$ cat config.mk
export PLATFORM = sky130hd
export DESIGN_NAME = gpio_irq_unit
export DESIGN_NICKNAME = d
export VERILOG_FILES = /design/src/rtl/gpio_irq_pkg.sv /design/src/rtl/gpio_in_cond.sv /design/src/rtl/gpio_port_irq.sv /design/src/rtl/gpio_irq_unit.sv
export SDC_FILE = /design/constraint.sdc
export NUM_CORES = 1
export LEC_CHECK = 0
export ABC_AREA = 1
export BUFFER_PORTS_ARGS = -buffer_cell sky130_fd_sc_hd__buf_2
export CAP_MARGIN = 10
export CORE_MARGIN = 4
export CORE_UTILIZATION = 50
export CTS_CLUSTER_DIAMETER = 120
export CTS_CLUSTER_SIZE = 24
export DETAILED_ROUTE_END_ITERATION = 8
export HOLD_SLACK_MARGIN = 0.05
export PLACE_DENSITY = 0.76
export SYNTH_ARGS = -nofsm -noshare
export SYNTH_HDL_FRONTEND = slang
export SYNTH_SLANG_ARGS = --single-unit
export TNS_END_PERCENT = 30
$ cat constraint.sdc
create_clock -name clk -period 3.4 [get_ports clk]
set_input_delay 0.17 -clock clk [delete_from_list [all_inputs] [get_ports clk]]
set_output_delay 0.17 -clock clk [all_outputs]
set_load 0.01 [all_outputs]
$ cat src/rtl/gpio_irq_pkg.sv
package gpio_irq_pkg;

    localparam int NUM_PORTS = 3;
    localparam int ADDR_W    = 8;

    typedef enum logic [2:0] {
        REG_KIND  = 3'd0,
        REG_POL   = 3'd1,
        REG_EOI   = 3'd2,
        REG_EN    = 3'd3,
        REG_STAT  = 3'd4,
        REG_DB    = 3'd5
    } reg_kind_e;

    localparam int NUM_KINDS = 6;

    function automatic logic [ADDR_W-1:0] port_base(input int port);
        case (port)
            0:       return 8'h90;
            1:       return 8'hAC;
            default: return 8'h4C;
        endcase
    endfunction

    function automatic logic [ADDR_W-1:0] reg_offset(input int port, input reg_kind_e kind);
        logic [ADDR_W-1:0] rel;
        case (kind)
            REG_KIND: rel = 8'h00;
            REG_POL:  rel = 8'h04;
            REG_EOI:  rel = 8'h08;
            REG_EN:   rel = 8'h0C;
            REG_STAT: rel = 8'h10;
            default:  rel = 8'h18;
        endcase
        return port_base(port) + rel;
    endfunction

endpackage

$ cat src/rtl/gpio_in_cond.sv
module gpio_in_cond #(
    parameter int LINES       = 8,
    parameter int SYNC_STAGES = 2,
    parameter int DB_SAMPLES  = 4
) (
    input  logic             clk,
    input  logic             rst_n,
    input  logic [LINES-1:0] pin_i,
    input  logic [LINES-1:0] db_en_i,
    input  logic             db_tick_i,
    output logic [LINES-1:0] filt_o
);

    localparam int LAST = SYNC_STAGES - 1;

    typedef struct packed {
        logic [SYNC_STAGES-1:0][LINES-1:0] sync;
        logic [LINES-1:0][DB_SAMPLES-1:0]  hist;
        logic [LINES-1:0]                  filt;
    } cond_t;

    cond_t s_d, s_q;

    always_comb begin
        s_d = s_q;
        s_d.sync[0] = pin_i;
        for (int k = 1; k < SYNC_STAGES; k++) begin
            s_d.sync[k] = s_q.sync[k-1];
        end
        for (int i = 0; i < LINES; i++) begin
            if (db_tick_i) begin
                s_d.hist[i] = {s_q.hist[i][DB_SAMPLES-2:0], s_q.sync[LAST][i]};
            end
            if (!db_en_i[i]) begin
                s_d.filt[i] = s_q.sync[LAST][i];
            end else if (db_tick_i && (&s_d.hist[i])) begin
                s_d.filt[i] = 1'b1;
            end else if (db_tick_i && !(|s_d.hist[i])) begin
                s_d.filt[i] = 1'b0;
            end
        end
    end

    always_ff @(posedge clk) begin
        if (!rst_n) begin
            s_q <= '0;
        end else begin
            s_q <= s_d;
        end
    end

    assign filt_o = s_q.filt;

endmodule

$ cat src/rtl/gpio_port_irq.sv
module gpio_port_irq
    import gpio_irq_pkg::*;
#(
    parameter int LINES = 8
) (
    input  logic             clk,
    input  logic             rst_n,
    input  logic             we_i,
    input  reg_kind_e        kind_i,
    input  logic [LINES-1:0] wdata_i,
    input  logic [LINES-1:0] filt_i,
    output logic [LINES-1:0] kind_o,
    output logic [LINES-1:0] pol_o,
    output logic [LINES-1:0] en_o,
    output logic [LINES-1:0] db_o,
    output logic [LINES-1:0] latch_o,
    output logic [LINES-1:0] stat_o
);

    typedef struct packed {
        logic [LINES-1:0] kind;
        logic [LINES-1:0] pol;
        logic [LINES-1:0] en;
        logic [LINES-1:0] db;
        logic [LINES-1:0] latch;
        logic [LINES-1:0] prev;
    } port_t;

    port_t s_d, s_q;
    logic [LINES-1:0] rise_w, fall_w, hit_w, clr_w;

    always_comb begin
        s_d    = s_q;
        rise_w = filt_i & ~s_q.prev;
        fall_w = ~filt_i & s_q.prev;
        hit_w  = s_q.en & s_q.kind & ((s_q.pol & rise_w) | (~s_q.pol & fall_w));
        clr_w  = (we_i && kind_i == REG_EOI) ? wdata_i : '0;
        s_d.prev  = filt_i;
        s_d.latch = (s_q.latch & ~clr_w) | hit_w;
        if (we_i) begin
            case (kind_i)
                REG_KIND: s_d.kind = wdata_i;
                REG_POL:  s_d.pol  = wdata_i;
                REG_EN:   s_d.en   = wdata_i;
                REG_DB:   s_d.db   = wdata_i;
                default:  ;
            endcase
        end
    end

    always_ff @(posedge clk) begin
        if (!rst_n) begin
            s_q <= '0;
        end else begin
            s_q <= s_d;
        end
    end

    assign kind_o  = s_q.kind;
    assign pol_o   = s_q.pol;
    assign en_o    = s_q.en;
    assign db_o    = s_q.db;
    assign latch_o = s_q.latch;
    assign stat_o  = s_q.en & ((s_q.kind & s_q.latch) | (~s_q.kind & ~(filt_i ^ s_q.pol)));

endmodule

$ cat src/rtl/gpio_irq_unit.sv
module gpio_irq_unit
    import gpio_irq_pkg::*;
#(
    parameter int LINES       = 8,
    parameter int SYNC_STAGES = 2,
    parameter int DB_SAMPLES  = 4
) (
    input  logic              clk,
    input  logic              rst_n,
    input  logic              reg_wr,
    input  logic [ADDR_W-1:0] reg_addr,
    input  logic [LINES-1:0]  reg_wdata,
    output logic [LINES-1:0]  reg_rdata,
    input  logic              db_tick,
    input  logic [LINES-1:0]  pin_a,
    input  logic [LINES-1:0]  pin_b,
    input  logic [LINES-1:0]  pin_f,
    output logic              irq_ab,
    output logic [LINES-1:0]  irq_f
);

    localparam int STAT_PORTS = 2;
    localparam int DED_PORT   = NUM_PORTS - 1;

    logic [NUM_PORTS-1:0][LINES-1:0] pins_w, filt_w, kind_w, pol_w, en_w, db_w, latch_w, stat_w;
    logic [NUM_PORTS-1:0]            we_w;
    reg_kind_e                       sel_w [NUM_PORTS];

    assign pins_w[0] = pin_a;
    assign pins_w[1] = pin_b;
    assign pins_w[2] = pin_f;

    always_comb begin
        reg_rdata = '0;
        for (int p = 0; p < NUM_PORTS; p++) begin
            we_w[p]  = 1'b0;
            sel_w[p] = REG_KIND;
            for (int k = 0; k < NUM_KINDS; k++) begin
                if (reg_addr == reg_offset(p, reg_kind_e'(k))) begin
                    sel_w[p] = reg_kind_e'(k);
                    we_w[p]  = reg_wr && (reg_kind_e'(k) != REG_STAT);
                    case (reg_kind_e'(k))
                        REG_KIND: reg_rdata = kind_w[p];
                        REG_POL:  reg_rdata = pol_w[p];
                        REG_EN:   reg_rdata = en_w[p];
                        REG_DB:   reg_rdata = db_w[p];
                        REG_STAT: reg_rdata = (p < STAT_PORTS) ? stat_w[p] : '0;
                        default:  reg_rdata = '0;
                    endcase
                end
            end
        end
    end

    for (genvar p = 0; p < NUM_PORTS; p++) begin : g_port
        gpio_in_cond #(
            .LINES      (LINES),
            .SYNC_STAGES(SYNC_STAGES),
            .DB_SAMPLES (DB_SAMPLES)
        ) u_cond (
            .clk      (clk),
            .rst_n    (rst_n),
            .pin_i    (pins_w[p]),
            .db_en_i  (db_w[p]),
            .db_tick_i(db_tick),
            .filt_o   (filt_w[p])
        );

        gpio_port_irq #(
            .LINES(LINES)
        ) u_irq (
            .clk    (clk),
            .rst_n  (rst_n),
            .we_i   (we_w[p]),
            .kind_i (sel_w[p]),
            .wdata_i(reg_wdata),
            .filt_i (filt_w[p]),
            .kind_o (kind_w[p]),
            .pol_o  (pol_w[p]),
            .en_o   (en_w[p]),
            .db_o   (db_w[p]),
            .latch_o(latch_w[p]),
            .stat_o (stat_w[p])
        );
    end

    assign irq_ab = (|stat_w[0]) | (|stat_w[1]);
    assign irq_f  = stat_w[DED_PORT];

endmodule

==> results.sh <==
export IMPL_min_period_ps=2580
export IMPL_ys_warn_count=0
export IMPL_synth_area_leaders="dfxtp_1 (47%), nand2_1 (8.6%), a21oi_1 (7.9%)"
export IMPL_vdd_drop_max_mv=0.327
export IMPL_final_area_sq_um=14400
export IMPL_nets=1839
export IMPL_gp_congestion=0.951
export IMPL_synth_edf_count=0
export IMPL_die_area_sq_um=29000
export IMPL_viasPerCell=5.60
export IMPL_end_kind="primary output"
export IMPL_grt_max_degree=202
export IMPL_cp_max_fo=6
export IMPL_io_pins=61
export IMPL_ant_nets=0
export IMPL_crit_family="simple AND/OR/NAND/NOR gates"
export IMPL_yosysUniqueCellTypes=49
export IMPL_hold_viol_final=0
export IMPL_outcome="finished, final reports clean"
export IMPL_via_count=11900
export IMPL_clock_skew_ps=19.3
export IMPL_syn_inst=1750
export IMPL_std_cell_rows=59
export IMPL_crit_slowest_cell="nor4_1"
export IMPL_antenna_found_initial=0
export IMPL_syn_avg_cell_area_sq_um=7.53
export IMPL_setup_viol=0
export IMPL_clkTransAtPathRegs_ps=90
export IMPL_dp_hpwl_um=23900
export IMPL_syn_nets=1794
export IMPL_max_slew_margin_pct=31.1
export IMPL_async_flop_share_pct=0
export IMPL_antenna_cells=0
export IMPL_area_growth_pct=9.41
export IMPL_hold_class="primary input to flip-flop"
export IMPL_clk_path_buf_depth=3
export IMPL_post_synth_top_count_cell="dfxtp_1"
export IMPL_synth_top_area_share_pct=47.3
export IMPL_wl_per_cell_um=16.4
export IMPL_p_leak_uw=0.00640
export IMPL_ys_ff_latch=311
export IMPL_synth_seq_area_share_pct=47.3
export IMPL_first_pass_iters=5
export IMPL_cp_common_cell="nand4_1"
export IMPL_rsz0062_at_grt="false"
export IMPL_grt_pass1_wl_um=57300
export IMPL_crit_arrival_ps=2410
export IMPL_track_usage_pct=23.9
export IMPL_drc=0
export IMPL_die_width_um=170
export IMPL_slew_viol_final=0
export IMPL_r2r_start="g_port[1].u_cond.s_q[10]"
export IMPL_hp_start="reg_wdata[1]"
export IMPL_worstPathRequired_ps=3230
export IMPL_drive_gt1_share_pct=8.58
export IMPL_io_buffers=60
export IMPL_yosys_area_top_type="dfxtp_1"
export IMPL_cts_sinks=311
export IMPL_cp_num_buf_inv=1
export IMPL_worst_pin_slew_ps=1030
export IMPL_drt_total_wl_um=34900
export IMPL_fin_setup_tns_ps=0
export IMPL_synth_flop_cell="dfxtp_1"
export IMPL_clock_root_buffer="clkbuf_16"
export IMPL_max_freq_ghz=0.387
export IMPL_power_per_cell_area_nw_per_um2=435
export IMPL_overflow=0
export IMPL_synthTopCellsByCount="dfxtp_1 (311), nand2_1 (301), inv_1 (243)"
export IMPL_cp_start_kind="flip-flop"
export IMPL_maxCapViolations=0
export IMPL_place_area_sq_um=13700
export IMPL_syn_area_sq_um=13200
export IMPL_cts_buffers=16
export IMPL_worstSkewPairLatency_ps=520
export IMPL_core_sq_um=26000
export IMPL_start_util_pct=50.7
export IMPL_cp_cell_sequence="or2_2 > nand4_1 > nand2_1 > nor4_1 > nand4_1 > buf_2"
export IMPL_critical_path_startpoint="g_port[1].u_cond.filt_o[6]"
export IMPL_grt_pass1_vias=11000
export IMPL_max_stage_delay_ps=460
export IMPL_crit_type="flip-flop to primary output"
export IMPL_cts_resized=0
export IMPL_tritoncts="built"
export IMPL_h_tree_depth=1
export IMPL_period_share_pct=76.0
export IMPL_drt_iter0_drc=1186
export IMPL_die_h_um=170
routing by layer:
layer	share of wire (%)	global-route usage (%)	vias to the layer above
met5	0	0	-
met4	2.4	5.97	0
met3	8.3	3.67	67
met2	43	36.7	496
met1	46	35.3	5489
li1	-	-	5869
through the flow:
step | setup WS, ps | total power [uW] | hold slack, ps | utilization [%] | cells
2_1_floorplan | 1850 | 4130 | 268 | - | 1750
3_3_place_gp | 1140 | 4260 | 358 | 52.6 | 2081
3_5_place_dp | 1040 | 4270 | 354 | 52.6 | 2081
4_1_cts | 896 | 6310 | 63.3 | 55.5 | 2130
5_1_grt | 751 | 6500 | 82.4 | 55.5 | 2130
6_report | 817 | 6270 | 85.2 | 55.5 | 2130
layout by cell type (no fill, tap or decap), types with 3 or more instances in the layout:
cell,instances
nor2_8,3
o41ai_1,3
a21oi_1,209
nand2_1,301
dfxtp_1,311
o21ai_0,178
buf_4,9
o21ai_1,34
nor3_4,4
nor2_4,5
nand3b_1,3
inv_1,242
o221ai_1,6
o221a_2,4
nor4_1,3
mux2i_1,16
nand3_2,4
a211oi_1,14
a41oi_1,3
nand4_1,28
o31ai_1,7
a21boi_0,5
nand2_2,5
or2_2,6
clkbuf_16,17
a31oi_1,25
dlygate4sd3_1,31
nor3_1,14
nor2_1,120
nor2_2,7
o2111ai_1,16
nand3_1,47
buf_2,58
o211ai_1,18
inv_2,20
cells by family (layout without fill, tap and decap cells):
| group | Yosys count | count (layout) | share of synthesized area (%) |
|---|---|---|---|
| AO/OA/AOI/OAI | 530 | 530 | 22.5 |
| buffers and inverters | 338 | 383 | 10.0 |
| flip-flops | 311 | 311 | 47.3 |
| multiplexers | 16 | 16 | 1.22 |
| AND/OR/NAND/NOR | 555 | 555 | 19.0 |
power by group:
group	internal, uW	total (uW)	switching, uW
clock	902	2060	1150
sequential	3740	3800	60.3
combinational	141	421	280
total	4780	6270	1490
worst min-delay path: cells and delay by family:
family | cells | cell delay, ps
compound gates | 1 | 70
buf+inv | 1 | 190
simple gates | 1 | 120
registers in the layout, summed over array words and instances, names as in the netlist:
| signal | count |
|---|---|
| g_port.u_irq.kind_o | 24 |
| g_port.u_cond.filt_o | 24 |
| g_port.u_irq.db_o | 24 |
| g_port.u_irq.latch_o | 24 |
| g_port.u_cond.s_d | 24 |
| g_port.u_cond.s_q | 119 |
| g_port.u_irq.en_o | 24 |
| g_port.u_irq.s_q | 24 |
| g_port.u_irq.pol_o | 24 |
cell type report:
type / count / area, sq um
Clock buffer: 18 / 429
Multi-Input combinational cell: 1101 / 5620
Fill cell: 2468 / 11600
Inverter: 264 / 995
Sequential cell: 311 / 6230
Tap cell: 335 / 419
Timing Repair Buffer: 101 / 719
repair_timing:
item                      in CTS  in global routing
hold buffers                  31                  0
setup buffers                  0                  0
hold endpoints to repair      32                  0
final timing paths:
check                                    end  slack, ps  cells past startpoint
hold reg to reg     g_port[2].u_cond.s_q[48]        420                      2
hold / removal       g_port[0].u_irq.db_o[1]         90                      3
setup / recovery                      irq_ab        820                      6
setup reg to reg  g_port[1].u_cond.filt_o[0]       2130                      8
No activity file was read; power rests on OpenSTA's default activity.
